<file path="src/rtl/ctt_pkg.sv">
package ctt_pkg;

   localparam int unsigned REG_MODCTL   = 'h000;
   localparam int unsigned REG_LIFE_HI  = 'h0E0;
   localparam int unsigned REG_LIFE_LO  = 'h0E4;
   localparam int unsigned CH_BASE      = 'h100;
   localparam int unsigned CH_STRIDE    = 16;

   typedef enum logic [1:0] {
      SEL_LOAD = 2'd0,
      SEL_CUR  = 2'd1,
      SEL_CTRL = 2'd2,
      SEL_FLAG = 2'd3
   } ch_sel_e;

   typedef struct packed {
      logic chain;
      logic irq_en;
      logic run_en;
   } ch_ctrl_t;

   typedef struct packed {
      logic mod_off;
      logic freeze;
   } mod_ctrl_t;

endpackage

</file>
<file path="src/rtl/ctt_decode.sv">
module ctt_decode
   import ctt_pkg::*;
#(
   parameter int AW  = 12,
   parameter int NCH = 4,
   localparam int IW = $clog2(NCH)
) (
   input  logic [AW-1:0]  addr,
   input  logic           wr_en,
   input  logic           rd_en,
   output logic           hit_mod,
   output logic           hit_hi,
   output logic           hit_lo,
   output logic           hit_ch,
   output logic [IW-1:0]  ch_idx,
   output ch_sel_e        ch_sel,
   output logic           wr_mod,
   output logic           rd_hi,
   output logic [NCH-1:0] wr_load,
   output logic [NCH-1:0] wr_ctrl,
   output logic [NCH-1:0] wr_flag
);

   logic [AW-1:0] rel;

   assign rel     = addr - AW'(CH_BASE);
   assign hit_mod = (addr == AW'(REG_MODCTL));
   assign hit_hi  = (addr == AW'(REG_LIFE_HI));
   assign hit_lo  = (addr == AW'(REG_LIFE_LO));
   assign hit_ch  = (addr >= AW'(CH_BASE)) &&
                    (rel < AW'(NCH * CH_STRIDE)) &&
                    (addr[1:0] == 2'b00);
   assign ch_idx  = rel[4 +: IW];
   assign ch_sel  = ch_sel_e'(rel[3:2]);
   assign wr_mod  = wr_en && hit_mod;
   assign rd_hi   = rd_en && hit_hi;

   for (genvar n = 0; n < NCH; n++) begin : g_wdec
      logic mine;
      assign mine       = wr_en && hit_ch && (ch_idx == IW'(n));
      assign wr_load[n] = mine && (ch_sel == SEL_LOAD);
      assign wr_ctrl[n] = mine && (ch_sel == SEL_CTRL);
      assign wr_flag[n] = mine && (ch_sel == SEL_FLAG);
   end

endmodule

</file>
<file path="src/rtl/ctt_channel.sv">
module ctt_channel
   import ctt_pkg::*;
#(
   parameter int CW        = 32,
   parameter int DW        = 32,
   parameter bit CAN_CHAIN = 1'b1
) (
   input  logic          clk,
   input  logic          rst_n,
   input  logic          run_ok,
   input  logic          tick,
   input  logic          prev_exp,
   input  logic          wr_load,
   input  logic          wr_ctrl,
   input  logic          wr_flag,
   input  logic [DW-1:0] wdata,
   output logic [CW-1:0] cnt,
   output logic [CW-1:0] ld,
   output ch_ctrl_t      ctrl,
   output logic          flag,
   output logic          expire
);

   logic run_en_q;
   logic irq_en_q;
   logic chain_q;
   logic src;
   logic step;
   logic start;

   if (CAN_CHAIN) begin : g_chain
      always_ff @(posedge clk or negedge rst_n) begin
         if (!rst_n)       chain_q <= 1'b0;
         else if (wr_ctrl) chain_q <= wdata[2];
      end
      assign src = chain_q ? prev_exp : tick;
   end else begin : g_nochain
      assign chain_q = 1'b0;
      assign src     = tick;
   end

   assign step   = run_ok && run_en_q && src;
   assign expire = step && (cnt == '0);
   assign start  = wr_ctrl && wdata[0] && !run_en_q;
   assign ctrl   = '{chain: chain_q, irq_en: irq_en_q, run_en: run_en_q};

   always_ff @(posedge clk or negedge rst_n) begin
      if (!rst_n) begin
         run_en_q <= 1'b0;
         irq_en_q <= 1'b0;
      end else if (wr_ctrl) begin
         run_en_q <= wdata[0];
         irq_en_q <= wdata[1];
      end
   end

   always_ff @(posedge clk or negedge rst_n) begin
      if (!rst_n)       ld <= '0;
      else if (wr_load) ld <= wdata[CW-1:0];
   end

   always_ff @(posedge clk or negedge rst_n) begin
      if (!rst_n)      cnt <= '0;
      else if (start)  cnt <= ld;
      else if (expire) cnt <= ld;
      else if (step)   cnt <= cnt - 1'b1;
   end

   always_ff @(posedge clk or negedge rst_n) begin
      if (!rst_n)                  flag <= 1'b0;
      else if (expire)             flag <= 1'b1;
      else if (wr_flag && wdata[0]) flag <= 1'b0;
   end

endmodule

</file>
<file path="src/rtl/ctt_readmux.sv">
module ctt_readmux
   import ctt_pkg::*;
#(
   parameter int CW  = 32,
   parameter int DW  = 32,
   parameter int NCH = 4,
   localparam int IW = $clog2(NCH)
) (
   input  logic                     hit_mod,
   input  logic                     hit_hi,
   input  logic                     hit_lo,
   input  logic                     hit_ch,
   input  logic [IW-1:0]            ch_idx,
   input  ch_sel_e                  ch_sel,
   input  mod_ctrl_t                modctl,
   input  logic [CW-1:0]            life_hi,
   input  logic [CW-1:0]            life_lo,
   input  logic [NCH-1:0][CW-1:0]   cnt_v,
   input  logic [NCH-1:0][CW-1:0]   ld_v,
   input  ch_ctrl_t [NCH-1:0]       ctrl_v,
   input  logic [NCH-1:0]           flg_v,
   output logic [DW-1:0]            rdata
);

   always_comb begin
      rdata = '0;
      if (hit_mod) begin
         rdata[1:0] = modctl;
      end else if (hit_hi) begin
         rdata[CW-1:0] = life_hi;
      end else if (hit_lo) begin
         rdata[CW-1:0] = life_lo;
      end else if (hit_ch) begin
         unique case (ch_sel)
            SEL_LOAD: rdata[CW-1:0] = ld_v[ch_idx];
            SEL_CUR:  rdata[CW-1:0] = cnt_v[ch_idx];
            SEL_CTRL: rdata[2:0]    = ctrl_v[ch_idx];
            SEL_FLAG: rdata[0]      = flg_v[ch_idx];
            default:  rdata         = '0;
         endcase
      end
   end

endmodule

</file>
<file path="src/rtl/chain_tick_timer.sv">
module chain_tick_timer
   import ctt_pkg::*;
#(
   parameter int NCH = 4,
   parameter int CW  = 32,
   parameter int DW  = 32,
   parameter int AW  = 12
) (
   input  logic           clk,
   input  logic           rst_n,
   input  logic           tick,
   input  logic           dbg_halt,
   input  logic           wr_en,
   input  logic           rd_en,
   input  logic [AW-1:0]  addr,
   input  logic [DW-1:0]  wdata,
   output logic [DW-1:0]  rdata,
   output logic [NCH-1:0] irq
);

   localparam int IW    = $clog2(NCH);
   localparam int LT_LO = 0;
   localparam int LT_HI = 1;

   if (NCH < 2 || NCH > 16) begin : g_bad_nch
      $error("chain_tick_timer: NCH must lie in 2..16");
   end
   if (CW < 1 || CW > DW) begin : g_bad_cw
      $error("chain_tick_timer: CW must lie in 1..DW");
   end
   if (AW < 9) begin : g_bad_aw
      $error("chain_tick_timer: AW must be at least 9");
   end

   logic                   hit_mod, hit_hi, hit_lo, hit_ch;
   logic [IW-1:0]          ch_idx;
   ch_sel_e                ch_sel;
   logic                   wr_mod, rd_hi;
   logic [NCH-1:0]         wr_load, wr_ctrl, wr_flag;
   mod_ctrl_t              modctl;
   logic                   stopped;
   logic                   mod_frz;
   logic [NCH-1:0][CW-1:0] cnt_v, ld_v;
   ch_ctrl_t [NCH-1:0]     ctrl_v;
   logic [NCH-1:0]         flg_v, exp_v, en_v, ch_v, ie_v;
   logic [CW-1:0]          lo_snap;

   ctt_decode #(.AW(AW), .NCH(NCH)) u_dec (
      .addr(addr), .wr_en(wr_en), .rd_en(rd_en),
      .hit_mod(hit_mod), .hit_hi(hit_hi), .hit_lo(hit_lo), .hit_ch(hit_ch),
      .ch_idx(ch_idx), .ch_sel(ch_sel), .wr_mod(wr_mod), .rd_hi(rd_hi),
      .wr_load(wr_load), .wr_ctrl(wr_ctrl), .wr_flag(wr_flag)
   );

   always_ff @(posedge clk or negedge rst_n) begin
      if (!rst_n)      modctl <= '0;
      else if (wr_mod) modctl <= mod_ctrl_t'(wdata[1:0]);
   end

   assign mod_frz = modctl.freeze;
   assign stopped = modctl.mod_off || (modctl.freeze && dbg_halt);

   for (genvar n = 0; n < NCH; n++) begin : g_ch
      logic pe;
      if (n == 0) begin : g_head
         assign pe = 1'b0;
      end else begin : g_link
         assign pe = exp_v[n-1];
      end

      ctt_channel #(.CW(CW), .DW(DW), .CAN_CHAIN(n > 0)) u_ch (
         .clk(clk), .rst_n(rst_n), .run_ok(!stopped), .tick(tick),
         .prev_exp(pe), .wr_load(wr_load[n]), .wr_ctrl(wr_ctrl[n]),
         .wr_flag(wr_flag[n]), .wdata(wdata),
         .cnt(cnt_v[n]), .ld(ld_v[n]), .ctrl(ctrl_v[n]),
         .flag(flg_v[n]), .expire(exp_v[n])
      );

      assign en_v[n] = ctrl_v[n].run_en;
      assign ch_v[n] = ctrl_v[n].chain;
      assign ie_v[n] = ctrl_v[n].irq_en;
   end

   always_ff @(posedge clk or negedge rst_n) begin
      if (!rst_n)     lo_snap <= '0;
      else if (rd_hi) lo_snap <= cnt_v[LT_LO];
   end

   ctt_readmux #(.CW(CW), .DW(DW), .NCH(NCH)) u_rmux (
      .hit_mod(hit_mod), .hit_hi(hit_hi), .hit_lo(hit_lo), .hit_ch(hit_ch),
      .ch_idx(ch_idx), .ch_sel(ch_sel), .modctl(modctl),
      .life_hi(cnt_v[LT_HI]), .life_lo(lo_snap),
      .cnt_v(cnt_v), .ld_v(ld_v), .ctrl_v(ctrl_v), .flg_v(flg_v),
      .rdata(rdata)
   );

   assign irq = flg_v & ie_v;

endmodule

</file>
<file path="config.mk">
export PLATFORM = sky130hd
export DESIGN_NAME = chain_tick_timer
export DESIGN_NICKNAME = d
export VERILOG_FILES = /design/src/rtl/ctt_pkg.sv /design/src/rtl/ctt_decode.sv /design/src/rtl/ctt_channel.sv /design/src/rtl/ctt_readmux.sv /design/src/rtl/chain_tick_timer.sv
export SDC_FILE = /design/constraint.sdc
export NUM_CORES = 1
export LEC_CHECK = 0
export BUFFER_PORTS_ARGS = -buffer_cell sky130_fd_sc_hd__buf_2
export CORE_UTILIZATION = 56
export CTS_CLUSTER_DIAMETER = 50
export DETAILED_ROUTE_END_ITERATION = 8
export HOLD_SLACK_MARGIN = 0.05
export PLACE_DENSITY_LB_ADDON = 0.05
export SYNTH_ARGS = -nofsm -noshare
export SYNTH_HDL_FRONTEND = slang
export SYNTH_SLANG_ARGS = --single-unit
</file>
<file path="constraint.sdc">
create_clock -name clk -period 2.8 [get_ports clk]
set_input_delay 0 -clock clk [delete_from_list [all_inputs] [get_ports clk]]
set_output_delay 0 -clock clk [all_outputs]
set_load 0.02 [all_outputs]
</file>
==> summary.txt, run 1 <==
Job
  • Max-cap violations: 0

Detailed routing
  • Avg Vias per Cell: 6.90
  • Vias: 17500
  • Routed wire length: just over 70000 um
  • Pre-Repair DR Iteration Count: 6
  • DR DRC count: 0
  • ANT nets after route: 0
  • First DRT Iteration DRCs: about 2200
  • WL per Instance: 28.2 um

Global routing
  • Total Routing Usage GR: 41.8%
  • Largest net degree at the start of global routing: 67
  • GR Overflow Total: 0
  • Vias in the first global route: 16600
  • Busiest layer in global routing: met2
  • Initial antenna violation count: 7
  • GRT met3 Usage: 13.6%
  • M1 GR Usage: a little under three fifths
  • GR Util met2: a little over three fifths
  • First-pass GRT wire length: 103000 um

Placed design
  • Post-DP HPWL: 49300 um
  • Port Buf Inserts: 85
  • GP Congestion: 0.945

STA
  • Max Slew Vio Count: 0
  • Number of hold violations in the final report: 0
  • RSZ-0062 raised after global routing: true
  • Worst Setup Slack, final: -0.269 ns
  • Slew headroom: ~45%
  • Actual slew at the worst max-slew pin: 0.825 ns
  • Sum Neg Setup Slack: -20.39 ns
  • Highest clock rate: between 0.3 and 0.4 GHz
  • Final Cycle Share: 110%
  • Clk_skew: approximately 0.017 ns
  • Setup-failing EPs final: 116
  • Tmin final: just over 3 ns

Floorplan
  • Die height: 181 um
  • Core Area: 31600 sq um
  • Die width: 181 um
  • Floorplan row count: 65
  • Die area: around 33000 sq um
  • Initial Util: 57.0%
  • # IOs: 86

Worst setup path
  • Worst EP arrival: between 3 and 4 ns
  • CP most frequent cell: or4_4
  • Crit-path max FO: 32
  • Crit-path cells: or4_4 -> or4_4 -> o41a_4 -> buf_6 -> o311ai_4 -> nand3_2 -> buf_12 -> o221ai_2 -> nand3_1
  • Crit end category: flip-flop
  • Crit path largest cell delay: 0.55 ns
  • Critical path class: reg -> reg
  • Slowest stage cell on the critical path: or4_4
  • Startpoint Class: flip-flop
  • WP data required: around 3.2 ns

Clock tree
  • Clock slew at reported path FFs: 0.06 ns
  • CTS Buffer Depth: 3
  • Clock root cell: clkbuf_16
  • H-tree depth: 2
  • Clk sink count: about 310
  • Total CTS buffers: 40
  • CTS tree: yes
  • Clock Latency Late Sink: 0.55 ns

Cells and area
  • Synth-to-Final Area Change: 33.3%
  • Multi-input gate area: 10700 sq um
  • Final #Nets: 2153
  • Fraction of layout cells with a size suffix above 1: 41.3%
  • Storage cell area: 7630 sq um
  • Core Util, Final: 75.9%
  • Fill count: 2145

Pwr
  • PwrDens: 420 nW/um^2
  • Leakage: ~11 nW
  • Worst vdd ir: slightly above 0.5 mV

Logic synthesis
  • Sequential share of the synthesized area: 42.4%
  • Syn Inst Count: 1746
  • Distinct cell type count after synthesis: 83
  • Main flop type after synthesis: dfrtp_1
  • Count leader, synth: dfrtp_1
  • Largest area contributor in the netlist: dfrtp_1
  • FF+latch count, synth: 305
  • Synth area leaders: dfrtp_1, mux2_2, mux4_2
  • Syn Area/Cell: 10.3 sq um
  • Share of the synthesized area in the top cell type: 42.4%
  • Syn Nets: 1802
  • Synth Cell Area: 18000 sq um
  • YS warnings: 0
  • FFs w/ async S/R, synth: 100%
  • Post-synth EDFFs: 0
  • Commonest cells in the netlist: dfrtp_1, mux2_2, nor2_1, o21ai_0, a21oi_1

Outcome
  • Status: finished with violations
  • Failing checks: setup timing

Worst hold path
  • Hold crit path type: in -> async
==> repair_timing <==
| action | CTS | global route |
|---|---|---|
| resized for setup | 82 | 156 |
| buffers inserted | 5 | 8 |
| pin swaps | 31 | 68 |
| gates cloned | 3 | 14 |
| hold endpoints to repair | 448 | 0 |
| setup endpoints to repair | 117 | 128 |
| hold buffers | 38 | 0 |
==> routing by layer <==
layer	routed length, um	up-vias
met1	27400	8726
met4	2990	8
met3	9240	221
met2	31700	1140
li1	-	7364
met5	52	-
==> worst max-delay path: cells and delay by family, from the launching register on <==
| family | cells | cell delay, ns |
|---|---|---|
| compound gates | 3 | 0.92 |
| buf+inv | 2 | 0.36 |
| flops | 1 | 0.38 |
| simple gates | 4 | 1.27 |
==> layout by cell type, fill, tap and decap left out, drive strengths merged, types with 6 or more instances in the layout <==
cell type      n
dfrtp        305
a221o         30
dlygate4sd3   38
or2            8
o22ai         16
a21oi        110
mux2         166
buf          381
or4           22
a22oi         23
nand3         55
clkinv         6
nor2b          8
nand2b        14
or3           13
clkbuf        64
nand4b         7
o31ai          8
nor3b          7
mux2i         58
nor2         150
o211ai        13
nor3          55
nor4          37
ha             6
nand4         27
nand2        102
mux4          68
o21ai        136
o21a           6
inv           52
o2bb2ai       11
a2bb2oi       13
and3          14
and2          12
==> registers in the layout, summed over array words and instances, names as in the netlist <==
| signal | cells |
|---|---|
| mod_frz | 1 |
| g_ch.u_ch.flag | 4 |
| g_ch.u_ch.chain_q | 3 |
| g_ch.u_ch.cnt | 128 |
| g_ch.u_ch.run_en_q | 4 |
| g_ch.u_ch.ld | 128 |
| g_ch.u_ch.irq_en_q | 4 |
| modctl | 1 |
| lo_snap | 32 |
==> metrics by stage <==
stage / worst slack, ns / instances / cell area [sq um] / total power [mW] / hold slack, ns
3_5_place_dp: -0.305 / 2389 / 21000 / 5.01 / 0.0164
6_report: -0.269 / 2532 / 24000 / 10.1 / 0.0253
4_1_cts: -0.191 / 2507 / 23000 / 10.1 / 0.0566
5_1_grt: -0.310 / 2529 / 24000 / 10.3 / 0.0749
3_3_place_gp: -0.268 / 2389 / 21000 / 5.00 / 0.0157
2_1_floorplan: -0.0955 / 1746 / 18200 / 4.73 / -0.296
==> cell type report <==
class / instances / share of cell area [%]
inverter: 46 / 0.719
tap: 402 / 2.09
clock inverter: 19 / 0.808
sequential: 305 / 31.8
antenna: 3 / 0.0313
timing repair buffer: 430 / 15.5
clock buffer: 53 / 4.63
multi-input combinational: 1274 / 44.5
==> worst paths after layout <==
path | cells past startpoint | from | slack, ns | to
setup / recovery | 9 | g_ch[0].u_ch.cnt[26]$_DFFE_PN0P_ | -0.27 | g_ch[3].u_ch.cnt[18]$_DFFE_PN0P_
hold / removal | 2 | rst_n | 0.03 | lo_snap[27]$_DFFE_PN0P_
setup reg to reg | 9 | g_ch[0].u_ch.cnt[26]$_DFFE_PN0P_ | -0.27 | g_ch[3].u_ch.cnt[18]$_DFFE_PN0P_
hold reg to reg | 2 | lo_snap[19]$_DFFE_PN0P_ | 0.48 | lo_snap[19]$_DFFE_PN0P_
max in group asynchronous | 3 | rst_n | 1.89 | g_ch[3].u_ch.cnt[1]$_DFFE_PN0P_
min in group clk | 5 | addr[6] | 0.07 | modctl[1]$_DFFE_PN0P_
==> cell families after synthesis <==
kind of cell	after synthesis	synth area share, %
muxes	292	22.1
AOI/OAI and AO/OA	422	15.5
DFF	305	42.4
xor gates and xnor gates	3	0.146
buffers and inverters	168	3.86
adders and majority gates	6	0.417
and+or+nand+nor	550	15.6
==> power breakdown <==
| group | internal (mW) | switching (mW) |
|---|---|---|
| combinational | 0.225 | 0.321 |
| sequential | 4.43 | 0.0173 |
| clock | 3.01 | 2.09 |
| total | 7.66 | 2.43 |
No activity file was read; power rests on OpenSTA's default activity.
==> run 2: changes to the inputs <==
Settings changed: CORE_MARGIN from default to 2.
==> run 2 against run 1 <==
The flow still finishes with violations (setup timing). Non-clock buffer count grew 11. Via count grew 1.9%. Final cell count grew 0.32%. Routed wire length grew 2.3%. Clock power grew 3%. Utilization grew 1.4 points. Largest power group unchanged. Global-route usage grew 0.80 points. Critical endpoint is now g_ch[3].u_ch.cnt[6]$_DFFE_PN0P_. Critical path depth grew 1. Hold slack gained 0.074 ns. Clock skew grew 0.012 ns. Sequential cell count is the same.
==> summary.txt, run 2 (same netlist as run 1, synthesis figures left out) <==
Outcome
  • Status: finished with violations (unchanged)
  • Failing checks: setup timing (unchanged)

STA
  • Sum Neg Setup Slack: -21.19 ns (was -20.39 ns)
  • Number of hold violations in the final report: 0 (unchanged)
  • Max Slew Vio Count: 0 (unchanged)
  • Tmin final: 3.13 ns (was 3.07 ns)
  • Fin Hold WS: 0.0995 ns (was 0.0253 ns)
  • Actual slew at the worst max-slew pin: 0.866 ns (was 0.825 ns)
  • Clk_skew: 0.0287 ns (was 0.0171 ns)
  • Worst Setup Slack, final: -0.334 ns (was -0.269 ns)
  • Final Cycle Share: 112% (was 110%)
  • Slew headroom: 42.2% (was 44.8%)
  • Highest clock rate: 0.319 GHz (was 0.326 GHz)
  • Setup-failing EPs final: 124 (was 116)
  • RSZ-0062 raised after global routing: true (unchanged)

Global routing
  • GR Overflow Total: 0 (unchanged)
  • Initial antenna violation count: 1 (was 7)
  • Vias in the first global route: 17000 (was 16600)
  • Largest net degree at the start of global routing: 98 (was 67)
  • Total Routing Usage GR: 42.6% (was 41.8%)
  • First-pass GRT wire length: 106000 um (was 103000 um)

Detailed routing
  • Routed wire length: 73000 um (was 71400 um)
  • Pre-Repair DR Iteration Count: 6 (unchanged)
  • First DRT Iteration DRCs: 2438 (was 2182)
  • ANT nets after route: 0 (unchanged)
  • WL per Instance: 28.7 um (was 28.2 um)
  • Avg Vias per Cell: 7.00 (was 6.90)
  • Vias: 17800 (was 17500)
  • DR DRC count: 0 (unchanged)

Cells and area
  • Post-Layout Inst Area: 24500 sq um (was 24000 sq um)
  • Final #Nets: 2164 (was 2153)
  • # diodes: 0 (was 3)
  • Largest regs: g_ch.u_ch.cnt x128, g_ch.u_ch.ld x128, lo_snap x32 (unchanged)
  • Layout Cells excl Fill: 2540 (was 2532)
  • Fill count: 2074 (was 2145)
  • Most frequent cells in the layout: dfrtp_1, buf_4, mux2_2, nor2_1, nand2_1 (unchanged)
  • Commonest non-fill, non-tap cell in the layout: dfrtp_1 (unchanged)
  • Synth-to-Final Area Change: 35.7% (was 33.3%)
  • Fraction of layout cells with a size suffix above 1: 42.8% (was 41.3%)
  • Core Util, Final: 77.3% (was 75.9%)

Worst hold path
  • Hold Path End: modctl[1]$_DFFE_PN0P_
  • Hold path startpoint: addr[6]
  • Hold crit path type: in -> reg (was in -> async)
  • Worst hold path stage count: 5

Placed design
  • Post-DP HPWL: 49500 um (was 49300 um)
  • Placed instance count: 2386 (was 2389)
  • Port Buf Inserts: 85 (unchanged)
  • GP Congestion: 0.988 (was 0.945)
  • Placement Setup Slack: -0.446 ns (was -0.305 ns)
  • Placed standard-cell area: 21000 sq um (about the same)

Clock tree
  • Clock root cell: clkbuf_16 (unchanged)
  • Clk sink count: 305 (unchanged)
  • CTS tree: yes (unchanged)
  • H-tree depth: 2 (unchanged)
  • CTS Buffer Depth: 3 (unchanged)
  • Clock slew at reported path FFs: 0.07 ns (was 0.06 ns)
  • Clock Latency Late Sink: 0.54 ns (was 0.55 ns)
  • Total CTS buffers: 40 (unchanged)

Job
  • Max-cap violations: 0 (unchanged)

Worst setup path
  • Setup slack, reg-to-reg: -0.33 ns (was -0.27 ns)
  • Critical path class: reg -> reg (unchanged)
  • Startpoint Class: flip-flop (unchanged)
  • Crit-path max FO: 8 (was 32)
  • Reg2reg end: g_ch[3].u_ch.cnt[6]$_DFFE_PN0P_ (was g_ch[3].u_ch.cnt[18]$_DFFE_PN0P_)
  • WP data required: 3.22 ns (was 3.21 ns)
  • Worst EP arrival: 3.55 ns (was 3.48 ns)
  • Worst reg-to-reg path cell count: 10 (was 9)
  • Crit end category: flip-flop (unchanged)
  • Startpoint of the worst register-to-register path: g_ch[0].u_ch.cnt[26]$_DFFE_PN0P_ (unchanged)

Floorplan
  • Core Area: 31600 sq um (unchanged)
  • Die width: 183 um (was 181 um)
  • Floorplan row count: 65 (unchanged)
  • Die area: 33600 sq um (was 32900 sq um)
  • Initial Util: 57.0% (unchanged)
  • # IOs: 86 (unchanged)
  • Die height: 183 um (was 181 um)

Pwr
  • Leakage: 11.1 nW (about the same)
  • PwrDens: 420 nW/um^2 (about the same)
  • Worst vdd ir: 0.431 mV (was 0.519 mV)
  • Total Power: 10.3 mW (was 10.1 mW)
run 2: per-layer routing:
layer	GRT usage, %	part of all wire (%)	up-vias
li1	-	-	7394
met1	60.1	38	8756
met2	64.6	44	1333
met3	11.2	13	307
met4	13.8	4.7	2
met5	0	0.014	-
run 2: layout make-up:
| class | instances | area [sq um] | share of cell area [%] |
|---|---|---|---|
| clock inverter | 16 | 205 | 0.839 |
| multi-input combinational | 1274 | 10800 | 44.3 |
| tap | 402 | 503 | 2.06 |
| clock buffer | 56 | 1130 | 4.63 |
| timing repair buffer | 441 | 3970 | 16.2 |
| sequential | 305 | 7630 | 31.2 |
| inverter | 46 | 173 | 0.706 |
run 2: worst max-delay path by stage:
| stage | slack [ns] | startpoint | cells after the start | to |
|---|---|---|---|---|
| after floorplan | -0.1 | g_ch[0].u_ch.cnt[26]$_DFFE_PN0P_ | 8 | g_ch[2].u_ch.cnt[12]$_DFFE_PN0P_ |
| after global placement | -0.39 | g_ch[0].u_ch.cnt[15]$_DFFE_PN0P_ | 11 | g_ch[3].u_ch.cnt[27]$_DFFE_PN0P_ |
| after detailed placement | -0.45 | g_ch[0].u_ch.cnt[15]$_DFFE_PN0P_ | 11 | g_ch[3].u_ch.cnt[27]$_DFFE_PN0P_ |
| after CTS | -0.26 | g_ch[0].u_ch.cnt[26]$_DFFE_PN0P_ | 9 | g_ch[3].u_ch.cnt[3]$_DFFE_PN0P_ |
| after global routing | -0.41 | g_ch[0].u_ch.cnt[26]$_DFFE_PN0P_ | 10 | g_ch[3].u_ch.cnt[6]$_DFFE_PN0P_ |
| final | -0.33 | g_ch[0].u_ch.cnt[26]$_DFFE_PN0P_ | 10 | g_ch[3].u_ch.cnt[6]$_DFFE_PN0P_ |
run 2: what timing repair did:
item,in CTS,in global routing
hold buffers,37,0
endpoints found under the setup margin,117,126
gates resized for setup,144,156
gates cloned,12,8
hold endpoints to repair,233,0
setup buffers,18,8
pin swaps,52,58
run 2: report_power, final:
part	internal [mW]	switching (mW)	total, mW
clock network	3.21	2.05	5.26
registers	4.43	0.0193	4.44
logic	0.231	0.330	0.561
total	7.86	2.40	10.3
run 2: critical path: stages, from the launching register on:
cell,delay (ns)
dfrtp_1,0.37
or4_4,0.58
or4_4,0.44
o41a_4,0.44
buf_6,0.15
o311ai_4,0.29
nand3_4,0.13
buf_8,0.17
buf_16,0.16
o2bb2ai_2,0.19
nand3_1,0.11
